--- config.mk ---
export PLATFORM = sky130hd
export DESIGN_NAME = dac_cmd_core
export DESIGN_NICKNAME = d
export VERILOG_FILES = /design/src/rtl/dac_cmd_pkg.sv /design/src/rtl/dac_sync.sv /design/src/rtl/dac_cmd_decode.sv /design/src/rtl/dac_chan.sv /design/src/rtl/dac_cmd_core.sv
export SDC_FILE = /design/constraint.sdc
export NUM_CORES = 1
export LEC_CHECK = 0
export BUFFER_PORTS_ARGS = -buffer_cell sky130_fd_sc_hd__buf_2
export CAP_MARGIN = 15
export CELL_PAD_IN_SITES_DETAIL_PLACEMENT = 1
export CELL_PAD_IN_SITES_GLOBAL_PLACEMENT = 2
export CORE_ASPECT_RATIO = 0.8
export CORE_UTILIZATION = 35
export DETAILED_ROUTE_END_ITERATION = 16
export GPL_ROUTABILITY_DRIVEN = 1
export GPL_TIMING_DRIVEN = 0
export PLACE_DENSITY = 0.86
export SYNTH_ARGS = -nofsm -noshare
export SYNTH_HDL_FRONTEND = slang
export SYNTH_SLANG_ARGS = --single-unit
--- constraint.sdc ---
create_clock -name clk -period 2.8 [get_ports clk]
set_input_delay 0.84 -clock clk [delete_from_list [all_inputs] [get_ports clk]]
set_output_delay 0.84 -clock clk [all_outputs]
set_load 0.02 [all_outputs]
--- src/rtl/dac_cmd_pkg.sv ---
package dac_cmd_pkg;

  // Header values formed by word bits A0, C1, C0
  typedef enum logic [2:0] {
    HDR_EXT      = 3'b000,
    HDR_LD_A     = 3'b001,
    HDR_LDXFER_A = 3'b010,
    HDR_LD_ALL   = 3'b011,
    HDR_XFER     = 3'b100,
    HDR_LD_B     = 3'b101,
    HDR_LDXFER_B = 3'b110,
    HDR_SD_ALL   = 3'b111
  } dac_hdr_e;

  // Extended opcodes in the top three data bits when the header is zero
  typedef enum logic [2:0] {
    EXT_NOP    = 3'b000,
    EXT_WAKE_A = 3'b001,
    EXT_AUX_LO = 3'b010,
    EXT_AUX_HI = 3'b011,
    EXT_EDGE   = 3'b100,
    EXT_WAKE_B = 3'b101,
    EXT_SD_A   = 3'b110,
    EXT_SD_B   = 3'b111
  } dac_ext_e;

  localparam int NUM_CH = 2;

  // Decoded actions; index 0 is channel A, index 1 channel B
  typedef struct packed {
    logic [NUM_CH-1:0] ld_in;
    logic [NUM_CH-1:0] xfer;
    logic [NUM_CH-1:0] sd;
    logic              aux_lo;
    logic              aux_hi;
    logic              edge_rise;
    logic              edge_fall;
  } dac_act_t;

endpackage

--- src/rtl/dac_sync.sv ---
module dac_sync #(
  parameter int          W       = 1,
  parameter int          STAGES  = 2,
  parameter logic [W-1:0] RST_VAL = '0
) (
  input  logic         clk,
  input  logic         rst,
  input  logic [W-1:0] d,
  output logic [W-1:0] q
);

  logic [W-1:0] stg [STAGES];

  always_ff @(posedge clk) begin
    if (rst) stg[0] <= RST_VAL;
    else     stg[0] <= d;
  end

  for (genvar i = 1; i < STAGES; i++) begin : g_stage
    always_ff @(posedge clk) begin
      if (rst) stg[i] <= RST_VAL;
      else     stg[i] <= stg[i-1];
    end
  end

  assign q = stg[STAGES-1];

endmodule

--- src/rtl/dac_cmd_decode.sv ---
module dac_cmd_decode
  import dac_cmd_pkg::*;
#(
  parameter int DATA_W = 10,
  parameter int WORD_W = 16
) (
  input  logic [WORD_W-1:0] word,
  output dac_act_t          act,
  output logic [DATA_W-1:0] data
);

  localparam int HDR_W   = 3;
  localparam int DATA_HI = WORD_W - HDR_W - 1;

  logic [HDR_W-1:0] hdr;
  logic [3:0]       ext;

  assign hdr  = word[WORD_W-1 -: HDR_W];
  assign data = word[DATA_HI -: DATA_W];
  assign ext  = word[DATA_HI -: 4];

  always_comb begin
    act = '0;
    case (dac_hdr_e'(hdr))
      HDR_LD_A:     act.ld_in[0] = 1'b1;
      HDR_LD_B:     act.ld_in[1] = 1'b1;
      HDR_LDXFER_A: begin act.ld_in[0] = 1'b1; act.xfer = '1; end
      HDR_LDXFER_B: begin act.ld_in[1] = 1'b1; act.xfer = '1; end
      HDR_LD_ALL:   begin act.ld_in = '1; act.xfer = '1; end
      HDR_XFER:     act.xfer = '1;
      HDR_SD_ALL:   act.sd = '1;
      HDR_EXT: begin
        case (dac_ext_e'(ext[3:1]))
          EXT_WAKE_A: act.xfer[0] = 1'b1;
          EXT_WAKE_B: act.xfer[1] = 1'b1;
          EXT_SD_A:   act.sd[0]   = 1'b1;
          EXT_SD_B:   act.sd[1]   = 1'b1;
          EXT_AUX_LO: act.aux_lo  = 1'b1;
          EXT_AUX_HI: act.aux_hi  = 1'b1;
          EXT_EDGE: begin
            act.edge_rise = ext[0];
            act.edge_fall = ~ext[0];
          end
          default: ;
        endcase
      end
      default: ;
    endcase
  end

endmodule

--- src/rtl/dac_chan.sv ---
module dac_chan #(
  parameter int DATA_W = 10
) (
  input  logic              clk,
  input  logic              rst,
  input  logic              clr,
  input  logic              ld_in,
  input  logic              xfer,
  input  logic              sd,
  input  logic              lk_ok,
  input  logic              wake,
  input  logic [DATA_W-1:0] data,
  output logic [DATA_W-1:0] code,
  output logic              shdn
);

  logic [DATA_W-1:0] in_r;

  always_ff @(posedge clk) begin
    if (rst || clr) begin
      in_r <= '0;
      code <= '0;
    end else begin
      if (ld_in) in_r <= data;
      if (xfer)  code <= ld_in ? data : in_r;
    end
  end

  always_ff @(posedge clk) begin
    if (rst)                shdn <= 1'b0;
    else if (wake || xfer)  shdn <= 1'b0;
    else if (sd && lk_ok)   shdn <= 1'b1;
  end


  sd_lock_chk: assert property (@(posedge clk) disable iff (rst)
    $rose(shdn) |-> $past(sd && lk_ok));


  xfer_wake_chk: assert property (@(posedge clk) disable iff (rst)
    xfer |=> !shdn);


  clr_zero_chk: assert property (@(posedge clk) disable iff (rst)
    clr |=> (code == '0));

endmodule

--- src/rtl/dac_cmd_core.sv ---
module dac_cmd_core
  import dac_cmd_pkg::*;
#(
  parameter int DATA_W      = 10,
  parameter int WORD_W      = 16,
  parameter int SYNC_STAGES = 2
) (
  input  logic              clk,
  input  logic              rst,
  input  logic              cs_n,
  input  logic [WORD_W-1:0] cmd_word,
  input  logic              clr_n,
  input  logic              lockout_n,
  output logic [DATA_W-1:0] code_a,
  output logic [DATA_W-1:0] code_b,
  output logic              shdn_a,
  output logic              shdn_b,
  output logic              aux_out,
  output logic              dout_rise,
  output logic              cmd_done
);

  logic cs_s, clr_s, lk_s;
  logic cs_d, lk_d;
  logic cs_rise, clearing, exec, wake;

  dac_sync #(.W(3), .STAGES(SYNC_STAGES), .RST_VAL(3'b111)) u_sync (
    .clk (clk),
    .rst (rst),
    .d   ({cs_n, clr_n, lockout_n}),
    .q   ({cs_s, clr_s, lk_s})
  );

  always_ff @(posedge clk) begin
    if (rst) begin
      cs_d <= 1'b1;
      lk_d <= 1'b1;
    end else begin
      cs_d <= cs_s;
      lk_d <= lk_s;
    end
  end

  assign cs_rise  = cs_s & ~cs_d;
  assign clearing = ~clr_s;
  assign exec     = cs_rise & ~clearing;
  assign wake     = lk_d & ~lk_s;

  dac_act_t          act;
  logic [DATA_W-1:0] data;

  dac_cmd_decode #(.DATA_W(DATA_W), .WORD_W(WORD_W)) u_dec (
    .word (cmd_word),
    .act  (act),
    .data (data)
  );

  logic [DATA_W-1:0] code_v [NUM_CH];
  logic [NUM_CH-1:0] shdn_v;

  for (genvar g = 0; g < NUM_CH; g++) begin : g_ch
    dac_chan #(.DATA_W(DATA_W)) u_ch (
      .clk   (clk),
      .rst   (rst),
      .clr   (clearing),
      .ld_in (exec & act.ld_in[g]),
      .xfer  (exec & act.xfer[g]),
      .sd    (exec & act.sd[g]),
      .lk_ok (lk_s),
      .wake  (wake),
      .data  (data),
      .code  (code_v[g]),
      .shdn  (shdn_v[g])
    );
  end

  assign code_a = code_v[0];
  assign code_b = code_v[1];
  assign shdn_a = shdn_v[0];
  assign shdn_b = shdn_v[1];

  always_ff @(posedge clk) begin
    if (rst) begin
      aux_out   <= 1'b0;
      dout_rise <= 1'b0;
      cmd_done  <= 1'b0;
    end else begin
      cmd_done <= cs_rise;
      if (exec) begin
        if (act.aux_hi)      aux_out <= 1'b1;
        else if (act.aux_lo) aux_out <= 1'b0;
        if (act.edge_rise)      dout_rise <= 1'b1;
        else if (act.edge_fall) dout_rise <= 1'b0;
      end
    end
  end


  done_pulse_chk: assert property (@(posedge clk) disable iff (rst)
    cmd_done |=> !cmd_done);


  aux_cmd_chk: assert property (@(posedge clk) disable iff (rst)
    !$stable(aux_out) |-> cmd_done);


  edge_cmd_chk: assert property (@(posedge clk) disable iff (rst)
    !$stable(dout_rise) |-> cmd_done);


  wake_chk: assert property (@(posedge clk) disable iff (rst)
    wake |=> (!shdn_a && !shdn_b));

endmodule

---- After elaboration in Yosys (flattened, before gate mapping) ----
Memory sizes are Yosys's and may differ from the RTL's.
Index checks and enable logic that the tools add are counted.
storage, ports and cells
  register bits after elaboration ......... 47
  latch bits .............................. 0
  memory bits (writable) .................. 6
  memory bits (read-only) ................. 0
  bits of input ports ..................... 21
  output and inout port bits .............. 25
  word-level logic and storage cells ...... 79
  memories kept ........................... 1
operators by class
  add/subtract/negate cells ............... 0
  multipliers ............................. 0
  div/mod/pow operators ................... 0
  $lt $le $gt $ge ......................... 0
  equal/unequal tests ..................... 14
  shift-type cells ........................ 0
  mux-type cells .......................... 23
  bitwise operators ....................... 15
  reduce and logical (&&, ||, !) cells .... 15
memories
  name        depth  bits a word  rd ports  clocked after Yosys merged registers in  wr ports  line            RTL
  u_sync.stg  2      3            2         0                                        2         dac_sync.sv:12  logic [W-1:0] stg [STAGES];
operators by type and width
  cell                  count
  $eq A3 B3 Y1 const B  8
  $mux W10              2
  $mux W1               15
  $eq A3 B2 Y1 const B  4
  $and A1 B1 Y1         9
  $pmux W2 S2           2
  $eq A3 B1 Y1 const B  2
  $mux W3               2
  $reduce_or A3 Y1      2
  $mux W4               1
  $not A1 Y1            4
  $reduce_and A2 Y1     2
  $reduce_bool A2 Y1    2
  $reduce_or A2 Y1      2
  $reduce_or A4 Y1      1
  $logic_not A3 Y1      1
  $logic_or A1 B1 Y1    3
  $logic_and A1 B1 Y1   2
  $mux W2               1
  $or A1 B1 Y1          2

---- Depth between registers and ports, before layout ----
Gate-level depths: netlist of the first run.
  depth in word-level cells ............... 6
  gate-level depth with buffers ........... 6
  mapped depth without buffers ............ 4

---- By module ----
Synthesis of the first run repeated with hierarchy kept, for this count alone.
unflattened totals
  cells, all modules ...................... 208
  area total of the unflattened synthesis .. 2083.2 um^2
modules (own cells, without submodules)
  module          instances  cells an instance  area each (um^2)  seq. area each (um^2)
  dac_chan        2          69                 721.9             420.4
  dac_cmd_core    1          26                 245.2             100.1
  dac_cmd_decode  1          32                 236.5             0.0
  dac_sync        1          12                 157.7             120.1

---- Worst setup path before layout of the first run ----
Ideal clock, no wire load.
  path type ............................... input to register
  start ................................... input cmd_word[13]
  end ..................................... register g_ch[0].u_ch.code[0]
  setup time .............................. 0.123 ns
  data arrival time ....................... 2.015 ns
  data required time ...................... 2.677 ns
  slack ................................... 0.663 ns
  cell stages on the path ................. 5
  path buffers ............................ 2
  path through ............................ buf_4 or4b_4 a31oi_4 buf_4 a21oi_2
between the ends
  cells in the longest elaborated chain, start to end .. 5
  elaborated cells between the ends (all ways) .. 13
  classes of those cells .................. eq/ne (5); mux (3); bitwise (2); reduce/logical (3)
ends and longest elaborated chain
  what                                                 line                  RTL
  start: declaration                                   dac_cmd_core.sv:11    input logic [WORD_W-1:0] cmd_word,
  $eq A3 B1 Y1 / $eq A3 B2 Y1 (equally long branches)  dac_cmd_decode.sv:24  case (dac_hdr_e'(hdr))
  $reduce_or A3 Y1 (no source line)                    --
  $mux W1                                              dac_cmd_decode.sv:24
  $and A1 B1 Y1                                        dac_cmd_core.sv:66    .ld_in (exec & act.ld_in[g]),
  $mux W10                                             --
  end signal: assignment                               dac_chan.sv:25        if (xfer) code <= ld_in ? data : in_r;
  end: declaration                                     dac_chan.sv:13        output logic [DATA_W-1:0] code,
Parallel ways exist; a longest one is shown, timed or not.
A chain may end at the register's enable or synchronous reset.

---- Final worst setup path of the first run ----
  start ................................... input cmd_word[12]
  end ..................................... register g_ch[1].u_ch.code[6]
between the ends
  cells in the longest elaborated chain, start to end .. 4
ends and longest elaborated chain
  what                    line                  RTL
  $eq A3 B3 Y1            dac_cmd_decode.sv:33  case (dac_ext_e'(ext[3:1]))
  $mux W1                 dac_cmd_decode.sv:33
  $pmux W2 S2             dac_cmd_decode.sv:24
  $and A1 B1 Y1           dac_cmd_core.sv:67    .xfer (exec & act.xfer[g]),
  end signal: assignment  dac_chan.sv:25
  end: declaration        dac_chan.sv:13
No other way between the ends.

==> run_results.csv, run 1 <==
group,metric,value,unit
synth,synth_top_area_share,45.4,%
pwr,clockPowerShare,34.0,%
timing,fmax,0.484,GHz
synth,synth_most_common_cell,"dfxtp_1",
hold_path,worstHoldStart,"u_sync.stg[0][1]",
floorplanning,die_h,75.1,um
synth,netlist_area,2340,um^2
worst_setup_path,reg2reg_slack,1.01,ns
placed_design,finalWeightedCongestion,0.734,
finish,finalNetCount,316,
global_route,grt_use_total,17.9,%
cts,cts_buffer_depth,2,
worst_setup_path,setup.worst_path.end_class,"flip-flop",
worst_setup_path,crit_path_max_fanout,10,
synth,async_flop_share,0,%
cts,cts_hold_buf,0,
global_route,grt_overflow,0,
synth,postSynthCellCount,252,
timing,tns,0,ns
cts,clk_latency,0.31,ns
pwr,vdd_drop_max,0.245,mV
placed_design,port-buffer-count,36,
pwr,power_leakage,1.03,nW
floorplanning,fp-row-count,26,
finish,drive_gt1_share,26.0,%
pwr,seq_power_share,56.4,%
synth,ys_seq_elements,53,
placed_design,hpwl,4.13,mm
worst_setup_path,startpoint,"cmd_word[12]",
synth,synth_common_cells,"53 x dfxtp_1, 32 x mux2i_1, 29 x nor2_1",
cts,post_cts_buffers,0,
floorplanning,die_w,93.3,um
worst_setup_path,worstSetupPathType,"in2reg",
cts,cts_resized,0,
pwr,power_switching_share,25.8,%
timing,hold_viol_final,0,
timing,relSlewSlack,46.3,%
synth,syn_area_per_cell,9.27,um^2
global_route,grt_pass1_wl,9.56,mm
pwr,p_comb_share,9.6,%
timing,tightest_slew,0.802,ns
pwr,p_per_area,502,nW/um^2
synth,syn-num-nets,273,
timing,slew_viol_final,0,
synth,synth_cell_types,35,
route,totalWireLength,5.79,mm
hold_path,hp-class,"reg2reg",
cts,clockRootBuffer,"clkbuf_8",
pwr,switchingPower,352,uW
pwr,fin_total_pwr,1.37,mW
timing,fin_hold_ws,0.421,ns
route,drtAntennaViolNets,0,
worst_setup_path,cp_top_family,"buffers and inverters",
worst_setup_path,worstPathRequired,3.04,ns
cts,cts_tree,"yes",
route,route.detailed.drc,0,
cts,numClockSinks,53,
finish,final_cells,380,
flow_run,max_cap_viol_count,0,
route,firstDrtPassIters,4,
finish,nFillCells,771,
worst_setup_path,arrival,2.31,ns
floorplanning,initial_core_util,36.5,%
floorplanning,dieArea,7010,um^2
finish,multi_input_area,1170,um^2
worst_setup_path,timing.rr.start,"u_sync.stg[1][2]",
synth,ys_warn_count,0,
synth,synth_top_flop_cell,"dfxtp_1",
worst_setup_path,path_cells,"clkbuf_1, nand4bb_1, a31oi_1, buf_2, o2111ai_1, a21oi_1",
cts,htreeDepth,2,
worst_setup_path,crit_buf_inv,2,
synth,synth_area_leaders,"dfxtp_1 45%, mux2i_1 14%, nor2_1 4.7%",
route,drt-initial-drc-count,58,
global_route,grt_max_degree,17,
worst_setup_path,start_kind,"input port",
finish,syn2layout_area_growth,16.3,%
outcome,status,"complete, no violations",
synth,yosys.area.top_type,"dfxtp_1",
timing,period_share,73.8,%
finish,seqCellArea,1060,um^2
floorplanning,io_pins,46,
cts,clkTransAtPathRegs,0.09,ns
route,wl_per_cell,15.2,um
global_route,antenna_found_initial,0,
cts,cts_buffers,5,
placed_design,dp.cells,372,
timing,min_period,2.07,ns
global_route,first_global_vias,1902,
finish,diodes,0,
timing,finalClockSkew,0.00628,ns
worst_setup_path,crit_slowest_cell,"clkbuf_1",
route,via_count,1931,
timing,finalSetupViolCount,0,
worst_setup_path,cp_slowest_stage_delay,0.34,ns
floorplanning,core,6410,um^2
synth,synth_edf_count,0,
route,via_per_inst,5.08,
synth,ys_seq_area_share,45.4,%
timing,rsz0062_at_grt,"false",
pwr,power.internal,1.01,mW
==> layer usage <==
layer	up-vias	global-route usage, %	part of all wire (%)	wire, um
li1	968	-	-	-
met1	933	22.5	48	2790
met2	26	31.9	48	2790
met3	4	3.03	2.6	149
met4	0	5.64	0.88	51
met5	-	0	0	0
==> worst reg2reg max path: stages (launching register included) <==
cell and delay, ns:
dfxtp_1 0.39, nand3b_1 0.27, nor3_1 0.25, buf_2 0.33, mux2i_1 0.35, a21oi_2 0.10
==> path summary, 6_finish.rpt <==
check	depth (start not counted)	end
min	1	u_sync.stg[1][1]
max reg2reg	5	g_ch[0].u_ch.code[5]
min reg2reg	1	u_sync.stg[1][1]
max	6	g_ch[1].u_ch.code[6]
==> power by group through the flow <==
stage	clock network, mW	registers [mW]	logic, mW
floorplan	0	0.791	0.0833
global placement	0	0.788	0.130
detailed placement	0	0.788	0.132
CTS	0.476	0.771	0.133
global route	0.508	0.772	0.145
finish	0.464	0.770	0.131
==> per-stage QoR <==
step	area, um^2	utilization (%)	setup slack, ns
2_1_floorplan	2340	-	0.663
3_3_place_gp	2620	40.9	0.384
3_5_place_dp	2620	40.9	0.354
4_1_cts	2720	42.4	0.690
5_1_grt	2720	42.4	0.577
6_report	2720	42.4	0.734
==> cell type report <==
type                       count  share of cell area, %
multi-input combinational    177                   43.0
clock buffer                   6                   3.04
tap                           84                   3.87
timing repair buffer          36                   6.63
sequential                    53                   39.0
buffer                        22                   3.96
clock inverter                 2                  0.506
==> cells in the final DEF (no fill, tap or decap), types with 2 or more instances in the layout <==
master / synthesis / routed
nor2b_1: 14 / 14
clkbuf_1: 9 / 9
or2_2: 8 / 8
a21oi_1: 11 / 11
o2111ai_1: 9 / 9
nand4b_1: 2 / 2
clkbuf_8: 0 / 6
mux2i_1: 32 / 32
nand2_1: 19 / 19
buf_4: 2 / 2
nor2_1: 29 / 29
dfxtp_1: 53 / 53
o21ai_0: 11 / 11
a21oi_2: 10 / 10
nand2b_1: 3 / 3
o21ai_1: 10 / 10
a2111oi_0: 2 / 2
buf_1: 2 / 2
buf_2: 7 / 43
nand4_1: 3 / 3
==> cells by family after synthesis <==
| logic type | after synthesis | share of synthesized area [%] |
|---|---|---|
| flops | 53 | 45.4 |
| compound gates | 58 | 16.9 |
| xor+xnor | 1 | 0.375 |
| simple gates | 86 | 19.0 |
| buf+inv | 22 | 4.61 |
| mux | 32 | 13.7 |
==> registers in the layout, indices dropped and copies added, names as in the netlist <==
| register | cells |
|---|---|
| u_sync.stg | 6 |
| cs_d | 1 |
| g_ch.u_ch.code | 20 |
| aux_out | 1 |
| dout_rise | 1 |
| cmd_done | 1 |
| lk_d | 1 |
| g_ch.u_ch.shdn | 2 |
| g_ch.u_ch.in_r | 20 |
No activity file was read; power rests on OpenSTA's default activity.
==> inputs of run 2 (changes only) <==
--- a/config.mk
+++ b/config.mk
@@ -10,11 +10,11 @@
 export CELL_PAD_IN_SITES_DETAIL_PLACEMENT = 1
 export CELL_PAD_IN_SITES_GLOBAL_PLACEMENT = 2
 export CORE_ASPECT_RATIO = 0.8
-export CORE_UTILIZATION = 35
+export CORE_UTILIZATION = 33
 export DETAILED_ROUTE_END_ITERATION = 16
 export GPL_ROUTABILITY_DRIVEN = 1
 export GPL_TIMING_DRIVEN = 0
-export PLACE_DENSITY = 0.86
+export PLACE_DENSITY = 0.81
 export SYNTH_ARGS = -nofsm -noshare
 export SYNTH_HDL_FRONTEND = slang
 export SYNTH_SLANG_ARGS = --single-unit
==> constraint.sdc (replaced) <==
create_clock -name clk -period 2.11 [get_ports clk]
set_input_delay 0.633 -clock clk [delete_from_list [all_inputs] [get_ports clk]]
set_output_delay 0.633 -clock clk [all_outputs]
set_load 0.02 [all_outputs]
==> run 2 against run 1 <==
  * Non-clock buffer count stayed put
  * Setup slack worse by 0.53 ns
  * Global-route usage decreased by 0.68 points
  * Hold slack worse by 0.0032 ns
  * Critical path type unchanged
  * Total power up 40%
  * Clock skew rose by 0.00065 ns
  * Register-to-register slack got worse by 0.67 ns
  * Final area grew 0.74%
  * Sequential cell count unchanged
  * First-iteration DRC count fell by 62%
  * Utilization down 2.5 points
==> run_results.csv, run 2 (same netlist as run 1, synthesis figures left out) <==
group,metric,value,unit
floorplanning,fp-row-count,27,
cts,cts_hold_buf,0,
worst_setup_path,timing.rr.start,"cs_d",
flow_run,max_cap_viol_count,0,
global_route,gr-usage-met3,3.57,%
route,route.detailed.drc,0,
placed_design,port-buffer-count,36,
global_route,grt_pass1_wl,9.80,mm
worst_setup_path,reg2reg_slack,0.34,ns
finish,largest_registers,"g_ch.u_ch.code x20, g_ch.u_ch.in_r x20, u_sync.stg x6",
finish,mostFrequentLayoutCells,"53 x dfxtp_1, 43 x buf_2, 32 x mux2i_1, 29 x nor2_1, 19 x nand2_1",
route,wl_per_cell,15.4,um
global_route,grt_max_degree,18,
placed_design,dpl_cell_area,2630,um^2
finish,drive_gt1_share,26.0,%
worst_setup_path,rr_worst_depth,5,
timing,finalSetupViolCount,0,
timing,relSlewSlack,47.4,%
timing,rsz0062_at_grt,"false",
finish,fin_area,2740,um^2
finish,syn2layout_area_growth,17.2,%
floorplanning,die_w,96.1,um
hold_path,min_to,"u_sync.stg[1][2]",
global_route,grt_overflow,0,
timing,min_period,1.90,ns
hold_path,hp-class,"reg2reg",
global_route,first_global_vias,1944,
worst_setup_path,worstPathRequired,2.35,ns
cts,clockRootBuffer,"clkbuf_8",
finish,final_common_cell,"dfxtp_1",
global_route,grt-busiest-layer,"met2",
global_route,grt_use_total,17.2,%
pwr,vdd_drop_max,0.293,mV
cts,post_cts_buffers,0,
cts,htreeDepth,2,
cts,cts_resized,0,
cts,cts_buffer_depth,2,
route,drtAntennaViolNets,0,
floorplanning,dieArea,7420,um^2
worst_setup_path,arrival,2.15,ns
timing,period_share,90.3,%
finish,diodes,0,
timing,tns,0,ns
worst_setup_path,start_kind,"input port",
global_route,grt_use_met1,22.9,%
route,via_per_inst,5.06,
cts,clkTransAtPathRegs,0.10,ns
cts,numClockSinks,53,
timing,finalClockSkew,0.00693,ns
outcome,status,"complete, no violations",
route,totalWireLength,5.91,mm
timing,hold_viol_final,0,
finish,postLayoutCoreUtil,39.9,%
route,firstDrtPassIters,4,
global_route,antenna_found_initial,0,
finish,finalNetCount,316,
global_route,grt_util_met2,28.0,%
timing,tightest_slew,0.786,ns
route,drt-initial-drc-count,22,
hold_path,worstHoldStart,"u_sync.stg[0][2]",
hold_path,min_path_cells,1,
placed_design,dp.cells,375,
route,via_count,1939,
worst_setup_path,setup.worst_path.end_class,"flip-flop",
cts,cts_tree,"yes",
floorplanning,initial_core_util,34.1,%
floorplanning,die_h,77.3,um
pwr,power_leakage,1.04,nW
finish,final_cells,383,
pwr,p_per_area,699,nW/um^2
placed_design,hpwl,4.17,mm
worst_setup_path,crit_path_max_fanout,10,
worst_setup_path,worstSetupPathType,"in2reg",
timing,slew_viol_final,0,
timing,fmax,0.525,GHz
floorplanning,core,6860,um^2
cts,clk_latency,0.31,ns
placed_design,finalWeightedCongestion,0.738,
worst_setup_path,r2r_end,"g_ch[1].u_ch.code[2]",
floorplanning,io_pins,46,
cts,cts_buffers,5,
timing,fin_hold_ws,0.418,ns
==> run 2: cell type report <==
| cell class | instances | area, um^2 |
|---|---|---|
| fill | 822 | 4120 |
| multi-input combinational | 177 | 1170 |
| sequential | 53 | 1060 |
| timing repair buffer | 36 | 180 |
| tap | 87 | 109 |
| buffer | 22 | 108 |
| clock buffer | 5 | 68.8 |
| clock inverter | 3 | 43.8 |
==> run 2: how the worst max path moves through the flow <==
stage	startpoint	cells after the start	endpoint	slack, ns
2_1_floorplan	cmd_word[13]	5	g_ch[0].u_ch.code[0]	0.18
3_3_place_gp	cmd_word[12]	6	g_ch[1].u_ch.code[2]	-0.12
3_5_place_dp	cmd_word[12]	6	g_ch[1].u_ch.code[2]	-0.15
4_1_cts	cmd_word[12]	6	g_ch[1].u_ch.code[2]	0.19
5_1_grt	cmd_word[12]	6	g_ch[1].u_ch.code[2]	0.05
6_report	cmd_word[12]	6	g_ch[1].u_ch.code[2]	0.21
==> run 2: power breakdown <==
part           internal (mW)  switching [mW]
Clock                  0.356           0.359
Combinational         0.0627           0.114
Sequential              1.01         0.00747
Total                   1.43           0.481
==> run 2: per-stage QoR <==
stage / power, mW / worst slack [ns]
after floorplan: 1.16 / 0.180
final: 1.91 / 0.206
after CTS: 1.94 / 0.190
after global routing: 2.00 / 0.0518
after global placement: 1.22 / -0.117
after detailed placement: 1.22 / -0.146
==> run 2: routing by layer <==
layer,share of wire (%),vias to the layer above,wire (um)
li1,-,965,-
met5,0,-,0
met4,1.2,0,70
met3,3.1,7,185
met1,49,940,2920
met2,46,27,2730
==> run 2: worst max-delay path, stage by stage <==
cell and delay (ns):
clkbuf_1 0.33, nand4bb_1 0.18, a31oi_1 0.35, buf_2 0.31, o2111ai_1 0.19, a21oi_1 0.16
